File: config.mk
export PLATFORM = sky130hd
export DESIGN_NAME = pwr_sleep_ctrl
export DESIGN_NICKNAME = d
export VERILOG_FILES = /design/src/rtl/pwr_sleep_pkg.sv /design/src/rtl/pwr_wake_eval.sv /design/src/rtl/pwr_gate_plan.sv /design/src/rtl/pwr_sleep_ctrl.sv
export SDC_FILE = /design/constraint.sdc
export NUM_CORES = 1
export LEC_CHECK = 0
export BUFFER_PORTS_ARGS = -buffer_cell sky130_fd_sc_hd__buf_2
export CORE_MARGIN = 2
export CORE_UTILIZATION = 28
export CTS_CLUSTER_DIAMETER = 100
export DETAILED_ROUTE_END_ITERATION = 8
export MAX_ROUTING_LAYER = met4
export PLACE_DENSITY = 0.5
export RECOVER_POWER = 50
export SLEW_MARGIN = 20
export SYNTH_ARGS = -nofsm -noshare
export SYNTH_HDL_FRONTEND = slang
export SYNTH_SLANG_ARGS = --single-unit
export TNS_END_PERCENT = 1
File: constraint.sdc
create_clock -name clk -period 2.8 [get_ports clk]
set_input_delay 0.28 -clock clk [delete_from_list [all_inputs] [get_ports clk]]
set_output_delay 0.28 -clock clk [all_outputs]
set_load 0.02 [all_outputs]
File: src/rtl/pwr_sleep_pkg.sv
package pwr_sleep_pkg;

    typedef enum logic [2:0] {
        ST_ACTIVE  = 3'd0,
        ST_IDLE    = 3'd1,
        ST_STANDBY = 3'd2,
        ST_BACKUP  = 3'd3,
        ST_OFF     = 3'd4
    } pstate_e;

    localparam int NUM_STATES = 5;

    // stored sleep-level codes
    localparam logic [2:0] LVL_IDLE    = 3'd0;
    localparam logic [2:0] LVL_STANDBY = 3'd1;
    localparam logic [2:0] LVL_BACKUP  = 3'd2;
    localparam logic [2:0] LVL_OFF     = 3'd3;

    // regulator codes
    localparam logic [1:0] REG_OFF    = 2'd0;
    localparam logic [1:0] REG_NORMAL = 2'd1;
    localparam logic [1:0] REG_LOWPWR = 2'd2;
    localparam logic [1:0] REG_BACKUP = 2'd3;

    // NVM codes
    localparam logic [1:0] NVM_OFF    = 2'd0;
    localparam logic [1:0] NVM_ULP    = 2'd1;
    localparam logic [1:0] NVM_ACTIVE = 2'd2;

    function automatic pstate_e level_to_state(input logic [2:0] lvl);
        pstate_e s;
        case (lvl)
            LVL_STANDBY: s = ST_STANDBY;
            LVL_BACKUP:  s = ST_BACKUP;
            LVL_OFF:     s = ST_OFF;
            default:     s = ST_IDLE;
        endcase
        return s;
    endfunction

endpackage

File: src/rtl/pwr_wake_eval.sv
module pwr_wake_eval
    import pwr_sleep_pkg::*;
#(
    parameter int NP = 4
) (
    input  pstate_e         cur_state,
    input  pstate_e         tgt_state,
    input  logic [NP-1:0]   sync_irq,
    input  logic [NP-1:0]   run_stdby,
    input  logic            async_irq,
    input  logic            backup_rst,
    output logic            wake_cur,
    output logic            cancel_tgt
);

    logic idle_wake;
    logic stby_wake;

    assign idle_wake = (|sync_irq) | async_irq;
    assign stby_wake = async_irq | (|(sync_irq & run_stdby));

    // wake-up for the state presently held
    always_comb begin
        case (cur_state)
            ST_IDLE:    wake_cur = idle_wake;
            ST_STANDBY: wake_cur = stby_wake;
            ST_BACKUP:  wake_cur = backup_rst;
            default:    wake_cur = 1'b0;
        endcase
    end

    // wake-up of the level about to be entered cancels the entry
    always_comb begin
        case (tgt_state)
            ST_IDLE:    cancel_tgt = idle_wake;
            ST_STANDBY: cancel_tgt = stby_wake;
            ST_BACKUP:  cancel_tgt = backup_rst;
            default:    cancel_tgt = 1'b0;
        endcase
    end

endmodule

File: src/rtl/pwr_gate_plan.sv
module pwr_gate_plan
    import pwr_sleep_pkg::*;
#(
    parameter int NP = 4,
    parameter int NG = 3,
    parameter int NO = 2
) (
    input  pstate_e                 nxt_state,
    input  logic [NP-1:0]           periph_clk_req,
    input  logic [NP-1:0]           periph_run_stdby,
    input  logic [NG-1:0]           gclk_req,
    input  logic [NO-1:0]           osc_req,
    input  logic [NO-1:0]           osc_run_stdby,
    input  logic                    sw_pwr_req,
    output logic                    cpu_en,
    output logic                    main_en,
    output logic [NP-1:0]           bus_en,
    output logic [NG-1:0]           gclk_en,
    output logic [NO-1:0]           osc_en,
    output logic [1:0]              reg_mode,
    output logic [1:0]              nvm_state,
    output logic                    bkdom,
    output logic [NUM_STATES-1:0]   onehot
);

    logic [NP-1:0] walk_bus;

    assign walk_bus = periph_clk_req & periph_run_stdby;

    always_comb begin
        cpu_en    = 1'b0;
        main_en   = 1'b0;
        bus_en    = '0;
        gclk_en   = '0;
        osc_en    = '0;
        reg_mode  = REG_OFF;
        nvm_state = NVM_OFF;
        bkdom     = 1'b0;
        case (nxt_state)
            ST_ACTIVE: begin
                cpu_en    = 1'b1;
                main_en   = 1'b1;
                bus_en    = '1;
                gclk_en   = '1;
                osc_en    = osc_req;
                reg_mode  = REG_NORMAL;
                nvm_state = NVM_ACTIVE;
            end
            ST_IDLE: begin
                main_en   = 1'b1;
                bus_en    = periph_clk_req;
                gclk_en   = '1;
                osc_en    = osc_req;
                reg_mode  = REG_NORMAL;
                nvm_state = NVM_ACTIVE;
            end
            ST_STANDBY: begin
                main_en   = |walk_bus;
                bus_en    = walk_bus;
                gclk_en   = gclk_req;
                osc_en    = osc_req | osc_run_stdby;
                reg_mode  = sw_pwr_req ? REG_NORMAL : REG_LOWPWR;
                nvm_state = NVM_ULP;
            end
            ST_BACKUP: begin
                reg_mode  = REG_BACKUP;
                bkdom     = 1'b1;
            end
            default: begin
            end
        endcase
    end

    for (genvar i = 0; i < NUM_STATES; i++) begin : g_onehot
        assign onehot[i] = (nxt_state == pstate_e'(i));
    end

endmodule

File: src/rtl/pwr_sleep_ctrl.sv
module pwr_sleep_ctrl
    import pwr_sleep_pkg::*;
#(
    parameter int NP = 4,
    parameter int NG = 3,
    parameter int NO = 2
) (
    input  logic            clk,
    input  logic            rst_n,
    input  logic            ext_rst_n,
    input  logic            cfg_we_i,
    input  logic [2:0]      cfg_mode_i,
    input  logic            cfg_ioret_i,
    input  logic            wfi_i,
    input  logic            soe_en_i,
    input  logic            handler_exit_i,
    input  logic [NP-1:0]   periph_clk_req_i,
    input  logic [NP-1:0]   periph_run_stdby_i,
    input  logic [NG-1:0]   gclk_req_i,
    input  logic [NO-1:0]   osc_req_i,
    input  logic [NO-1:0]   osc_run_stdby_i,
    input  logic [NP-1:0]   sync_irq_i,
    input  logic            async_irq_i,
    input  logic            backup_rst_i,
    input  logic            sw_pwr_req_i,
    output logic            cpu_clk_en_o,
    output logic            main_clk_en_o,
    output logic [NP-1:0]   bus_clk_en_o,
    output logic [NG-1:0]   gclk_en_o,
    output logic [NO-1:0]   osc_en_o,
    output logic [1:0]      reg_mode_o,
    output logic [1:0]      nvm_state_o,
    output logic            backup_dom_o,
    output logic [4:0]      state_onehot_o,
    output logic            io_ret_o
);

    typedef struct packed {
        pstate_e    state;
        logic [2:0] mode;
        logic       ioret;
    } ctl_t;

    typedef struct packed {
        logic                   cpu;
        logic                   main;
        logic [NP-1:0]          bus;
        logic [NG-1:0]          gclk;
        logic [NO-1:0]          osc;
        logic [1:0]             regm;
        logic [1:0]             nvm;
        logic                   bkdom;
        logic [NUM_STATES-1:0]  st;
    } out_t;

    localparam ctl_t CTL_RST = '{state: ST_ACTIVE, mode: LVL_IDLE, ioret: 1'b0};
    localparam out_t OUT_RST = '{cpu: 1'b1, main: 1'b1, bus: '1, gclk: '1, osc: '1,
                                 regm: REG_NORMAL, nvm: NVM_ACTIVE, bkdom: 1'b0,
                                 st: NUM_STATES'(1)};

    ctl_t    ctl_d, ctl_q;
    out_t    out_d, out_q;
    pstate_e tgt_state;
    logic    wake_cur;
    logic    cancel_tgt;
    logic    sleep_go;

    assign tgt_state = level_to_state(ctl_q.mode);

    // sleep-on-exit reaches only the two shallow levels
    assign sleep_go = wfi_i |
                      (soe_en_i & handler_exit_i &
                       ((tgt_state == ST_IDLE) | (tgt_state == ST_STANDBY)));

    pwr_wake_eval #(.NP(NP)) u_wake (
        .cur_state  (ctl_q.state),
        .tgt_state  (tgt_state),
        .sync_irq   (sync_irq_i),
        .run_stdby  (periph_run_stdby_i),
        .async_irq  (async_irq_i),
        .backup_rst (backup_rst_i),
        .wake_cur   (wake_cur),
        .cancel_tgt (cancel_tgt)
    );

    always_comb begin
        ctl_d = ctl_q;
        case (ctl_q.state)
            ST_ACTIVE: begin
                if (sleep_go && !cancel_tgt) ctl_d.state = tgt_state;
            end
            ST_IDLE, ST_STANDBY, ST_BACKUP: begin
                if (wake_cur) ctl_d.state = ST_ACTIVE;
            end
            default: begin
            end
        endcase
        if (cfg_we_i) begin
            ctl_d.mode  = cfg_mode_i;
            ctl_d.ioret = cfg_ioret_i;
        end
        if (ctl_d.state == ST_BACKUP && ctl_q.state != ST_BACKUP) begin
            ctl_d.mode = LVL_IDLE;
        end
        if (!ext_rst_n) begin
            ctl_d = CTL_RST;
        end
    end

    pwr_gate_plan #(.NP(NP), .NG(NG), .NO(NO)) u_plan (
        .nxt_state        (ctl_d.state),
        .periph_clk_req   (periph_clk_req_i),
        .periph_run_stdby (periph_run_stdby_i),
        .gclk_req         (gclk_req_i),
        .osc_req          (osc_req_i),
        .osc_run_stdby    (osc_run_stdby_i),
        .sw_pwr_req       (sw_pwr_req_i),
        .cpu_en           (out_d.cpu),
        .main_en          (out_d.main),
        .bus_en           (out_d.bus),
        .gclk_en          (out_d.gclk),
        .osc_en           (out_d.osc),
        .reg_mode         (out_d.regm),
        .nvm_state        (out_d.nvm),
        .bkdom            (out_d.bkdom),
        .onehot           (out_d.st)
    );

    always_ff @(posedge clk or negedge rst_n) begin
        if (!rst_n) begin
            ctl_q <= CTL_RST;
            out_q <= OUT_RST;
        end else begin
            ctl_q <= ctl_d;
            out_q <= out_d;
        end
    end

    assign cpu_clk_en_o   = out_q.cpu;
    assign main_clk_en_o  = out_q.main;
    assign bus_clk_en_o   = out_q.bus;
    assign gclk_en_o      = out_q.gclk;
    assign osc_en_o       = out_q.osc;
    assign reg_mode_o     = out_q.regm;
    assign nvm_state_o    = out_q.nvm;
    assign backup_dom_o   = out_q.bkdom;
    assign state_onehot_o = out_q.st;
    assign io_ret_o       = ctl_q.ioret;

endmodule

After elaboration in Yosys (flattened, before gate mapping)
Index checks and enable logic that the tools add are counted.
- flip-flop bits (word level): 28
- bits of input ports: 33
- output and inout bits: 22
- word-level logic and storage cells: 66
- equal/unequal tests: 17
- muxes and demuxes: 18
- bitwise operators: 9
- reduce and logical (&&, ||, !) cells: 10
- operators with widths (operator ; count):
    $eq A3 B2 Y1 const B ; 9
    $eq A3 B1 Y1 const B ; 4
    $pmux W3 S2 ; 2
    $pmux W4 S3 ; 1
    $reduce_or A4 Y1 ; 3
    $mux W3 ; 3
    $pmux W3 S3 ; 1
    $and A4 B4 Y4 ; 2
    $pmux W2 S2 ; 2
    $mux W7 ; 1
    $logic_not A3 Y1 ; 2
    $pmux W1 S3 ; 2
    $pmux W2 S3 ; 1
    $mux W4 ; 1
    $or A1 B1 Y1 ; 4
    $eq A3 B3 Y1 const B ; 1
    $ne A3 B1 Y1 const B ; 1
    $ne A3 B2 Y1 const B ; 1
    $reduce_or A3 Y1 ; 1
    $and A1 B1 Y1 ; 2
    $logic_and A1 B1 Y1 ; 2
    $mux W1 ; 2
    $mux W2 ; 1
    $ne A2 B1 Y1 const B ; 1
    other kinds (4) ; 4

Logic depth before layout (Yosys ltp)
- word-level depth: 16
- mapped depth: 6
- depth with buffers taken out: 5

Hierarchy
Synthesis repeated with hierarchy kept, for this count alone.
- cells, all modules: 121
- area total of the unflattened synthesis: 1353.8 sq um
- by module, submodules not included (module ; instances ; cells an instance ; area each (sq um) ; sequential area each (sq um)):
    pwr_sleep_ctrl ; 1 ; 61 ; 943.4 ; 718.2
    pwr_gate_plan ; 1 ; 48 ; 320.3 ; 0.0
    pwr_wake_eval ; 1 ; 12 ; 90.1 ; 0.0

Least setup slack after synthesis
OpenSTA, ideal clock, no wires.
- path kind: reg2reg
- from: register ctl_q[6] (netlist name)
- to: register out_q, in the netlist osc_en_o[0]
- library setup time: 0.085 ns
- data arrival time: 1.848 ns
- required time: 2.715 ns
- path slack: 0.867 ns
- cell stages (with the launch flop): 6
- path buffers: 1
- clock period less this slack: 1.933 ns
- cell sequence: dfrtp_1 > or3_4 > or4_4 > buf_6 > a211o_1 > o221ai_1
- RTL lines (what ; RTL line ; RTL):
    start, declared ; pwr_sleep_ctrl.sv:61 ; ctl_t ctl_d, ctl_q;
    start signal, assigned ; pwr_sleep_ctrl.sv:134 ; ctl_q <= ctl_d;
    end signal, assigned ; pwr_sleep_ctrl.sv:135 ; out_q <= out_d;
    end, declared ; pwr_sleep_ctrl.sv:62 ; out_t out_d, out_q;

==> flow_metrics.env <==
export IMPL_outcome="completed"
export IMPL_dominantRegCellSynth="sky130_fd_sc_hd__dfstp_2"
export IMPL_antenna_violating_nets_post_route=0
export IMPL_filler_cell_count=475
export IMPL_post_route_drc_count=0
export IMPL_detailedRoute_firstIterationViolations=102
export IMPL_postSynth_asyncResetShare_pct=100
export IMPL_finClkSkew_ps=6.08
export IMPL_setup_worst_path_start="ctl_q[6]$_DFF_PN0_"
export IMPL_largest_net_degree_at_the_start_of_global_routing=26
export IMPL_cts_path_max_buffers=2
export IMPL_crit_reg2reg_launch="ctl_q[6]$_DFF_PN0_"
export IMPL_synth_net_count=154
export IMPL_synthesis_instances=121
export IMPL_rr_worst_depth=4
export IMPL_gp_routability_congestion=0.787
export IMPL_place_hpwl_um=2640
export IMPL_firstDrtPassIters=4
export IMPL_clk_latency_ps=270
export IMPL_number_of_enable_type_register_cells_in_the_synthesized_netlist=0
export IMPL_arrival_ps=2260
export IMPL_endpoint_kind="flop"
export IMPL_finalSetupTns_ps=0
export IMPL_antenna_violations_before_repair=0
export IMPL_startpoint_type="flop"
export IMPL_unrepaired_setup_endpoints_after_global_routing="false"
export IMPL_synth_cell_type_count=41
export IMPL_placeableCoreArea_um2=4380
export IMPL_cpPeakStageDelay_ps=560
export IMPL_post_drt_wl_per_cell_um=14.8
export IMPL_power_mw=0.709
export IMPL_horizontal_extent_of_the_die_um=71.7
export IMPL_areaGrowthSynthToFinish_pct=25.6
export IMPL_finalHoldViolCount=0
export IMPL_overall_overflow_remaining_after_global_route=0
export IMPL_port_buffers=54
export IMPL_die_area_um2=5140
export IMPL_muxShareOfSynthArea_pct=3.12
export IMPL_timing_critical_path_slowest_stage_cell="sky130_fd_sc_hd__or4_4"
export IMPL_synth_xor_area_share_pct=0
export IMPL_detailroute_via_count=1174
export IMPL_cts_made_buffers=3
export IMPL_power_density_cell_area_nw_per_um2=440
export IMPL_synth_compound_area_share_pct=24.8
export IMPL_synth_seq_area_share_pct=50.0
export IMPL_worstMarginPinSlew_ps=1270
export IMPL_post_synth_simple_gate_area_pct=18.0
export IMPL_final_util_pct=36.7
export IMPL_ctsRootBufferMaster="sky130_fd_sc_hd__clkbuf_8"
export IMPL_fraction_of_final_layout_cells_sized_beyond_drive_strength_1_pct=38.4
export IMPL_initial_utilization_pct=29.3
export IMPL_die_height_um=71.7
export IMPL_final_layout_net_count=206
export IMPL_static_leakage_power_nw=0.676
export IMPL_post_route_period_util_pct=74.0
export IMPL_vdd_drop_max_mv=0.193
export IMPL_hold_path_startpoint="sw_pwr_req_i"
export IMPL_n_antenna_cell=0
export IMPL_synthesis_area_per_instance_um2=10.6
export IMPL_final_wl_um=3330
export IMPL_clk_pin_slew_worst_paths_ps=90
export IMPL_worstPathCellList="or3_4, or4_4, a211o_1, o221ai_1"
export IMPL_pin_count=55
export IMPL_postCtsSetupRepairBufs=0
export IMPL_synth_yosys_warnings=0
export IMPL_top_achievable_clock_speed_mhz=483
export IMPL_tritoncts="done"
export IMPL_max_cap_violations=0
export IMPL_mappedNetlistArea_um2=1280
export IMPL_slew_viol_final=0
export IMPL_cp_top_family="simple AND/OR/NAND/NOR gates"
export IMPL_post_cts_resized_instances=0
export IMPL_critPathMaxFanout=9
export IMPL_worst_slew_margin_rel_pct=15.0
export IMPL_period_needed_ps=2070
export IMPL_clkSinkCount=25
export IMPL_floorplan_row_count=24
export IMPL_synthAdderAreaFrac_pct=0
export IMPL_crit_type="flop to flop"
export IMPL_largest_family_of_logic_cells_by_synthesized_area="compound AO/OA/AOI/OAI gates"
export IMPL_hold_buf_count_cts=0
export IMPL_crit_buf_inv=0
export IMPL_drt_vias_per_instance=5.24
export IMPL_cts_htree_levels=1
export IMPL_timing_critical_path_required_ps=2980
export IMPL_timing_final_setup_violations=0
export IMPL_first_global_vias=1179
export IMPL_grt_pass1_wl_um=5420
export IMPL_worst_hold_path_type="input port to flop"
export IMPL_holdPathStages=2
export IMPL_critical_path_depth=4
export IMPL_overall_fraction_of_global_route_tracks_in_use_pct=13.6
export IMPL_postSynthRegisterBits=25
## layout make-up
type | count | area [um^2] | area share [%]
flip-flops and latches | 25 | 642 | 39.9
multi-input cells | 87 | 588 | 36.5
repair buffers | 55 | 263 | 16.3
well taps | 52 | 65.1 | 4.04
clock buffers | 3 | 41.3 | 2.56
clock inverters | 1 | 7.51 | 0.466
inverters | 1 | 3.75 | 0.233
## metal layers
layer | wire (um) | share of wire, % | GRT usage (%)
met5 | 0 | 0 | -
met4 | 48 | 1.4 | 3.77
met3 | 183 | 5.5 | 2.11
met2 | 1670 | 50 | 23.8
met1 | 1420 | 43 | 16.3
## worst register-to-register path, delay by kind of cell (launching register included)
| family | cells | cell delay (ps) |
|---|---|---|
| AO/OA/AOI/OAI | 2 | 530 |
| flip-flops | 1 | 470 |
| AND/OR/NAND/NOR | 2 | 990 |
## cells by family after synthesis
logic type,after synthesis
simple gates,43
mux,4
buf+inv,9
flops,25
compound gates,40
## flip-flops by register name, indices dropped and copies added, names as in the netlist
register        cells
io_ret_o            1
state_onehot_o      5
main_clk_en_o       1
osc_en_o            2
ctl_q               6
gclk_en_o           3
reg_mode_o          2
bus_clk_en_o        4
nvm_state_o         1
## where the power goes
group	leakage (nW)	total, mW	switching [mW]	internal, mW
logic	0.354	0.109	0.0652	0.0437
registers	0.301	0.387	0.00802	0.379
clock network	0.0217	0.213	0.113	0.101
total	0.676	0.709	0.186	0.523
## placed cells by master, fill, tap and decap left out, drive strengths merged, types with 5 or more instances in the layout
cell / n
or4: 5
nor2: 10
clkbuf: 15
buf: 43
o21ai: 6
a21oi: 5
a32oi: 5
dfrtp: 12
dfstp: 13
nand2: 11
## Yosys cell counts, types with 2 or more instances
master	instances	area [um^2]
sky130_fd_sc_hd__dfstp_2	13	342
sky130_fd_sc_hd__dfrtp_1	12	300
sky130_fd_sc_hd__nand2_1	11	41.3
sky130_fd_sc_hd__nor2_1	10	37.5
sky130_fd_sc_hd__a21oi_1	5	25.0
sky130_fd_sc_hd__a32oi_1	5	43.8
sky130_fd_sc_hd__o21ai_0	5	25.0
sky130_fd_sc_hd__mux2i_1	4	40.0
sky130_fd_sc_hd__nor2b_1	4	25.0
sky130_fd_sc_hd__o311ai_0	4	35.0
sky130_fd_sc_hd__or4_1	4	30.0
sky130_fd_sc_hd__a311oi_1	3	26.3
sky130_fd_sc_hd__buf_4	3	22.5
sky130_fd_sc_hd__clkbuf_1	3	11.3
sky130_fd_sc_hd__nor3_1	3	15.0
sky130_fd_sc_hd__a211o_1	2	17.5
sky130_fd_sc_hd__a211oi_1	2	15.0
sky130_fd_sc_hd__and3b_1	2	17.5
sky130_fd_sc_hd__nand3_1	2	10.0
sky130_fd_sc_hd__o221ai_1	2	17.5
sky130_fd_sc_hd__o31ai_2	2	25.0
## worst paths after layout
check	slack (ps)	to
worst max-delay path	730	osc_en_o[1]$_DFF_PN1_
worst min-delay path	210	reg_mode_o[1]$_DFF_PN0_
worst max register to register	730	osc_en_o[1]$_DFF_PN1_
worst min register to register	540	io_ret_o$_DFFE_PN0P_
max in group asynchronous	1780	ctl_q[2]$_DFFE_PN0P_
min in group asynchronous	270	reg_mode_o[1]$_DFF_PN0_
## stage by stage
| step | instance area, um^2 | setup WS (ps) | instances | hold WS, ps |
|---|---|---|---|---|
| 4_1_cts | 1630 | 731 | 224 | 8.14 |
| 5_1_grt | 1610 | 453 | 224 | 204 |
| 6_report | 1610 | 729 | 224 | 205 |
| 2_1_floorplan | 1280 | 867 | 121 | -15.6 |
| 3_3_place_gp | 1580 | 724 | 220 | 292 |
| 3_5_place_dp | 1580 | 712 | 220 | 302 |
Note: power is estimated with default switching activity, not from simulation.
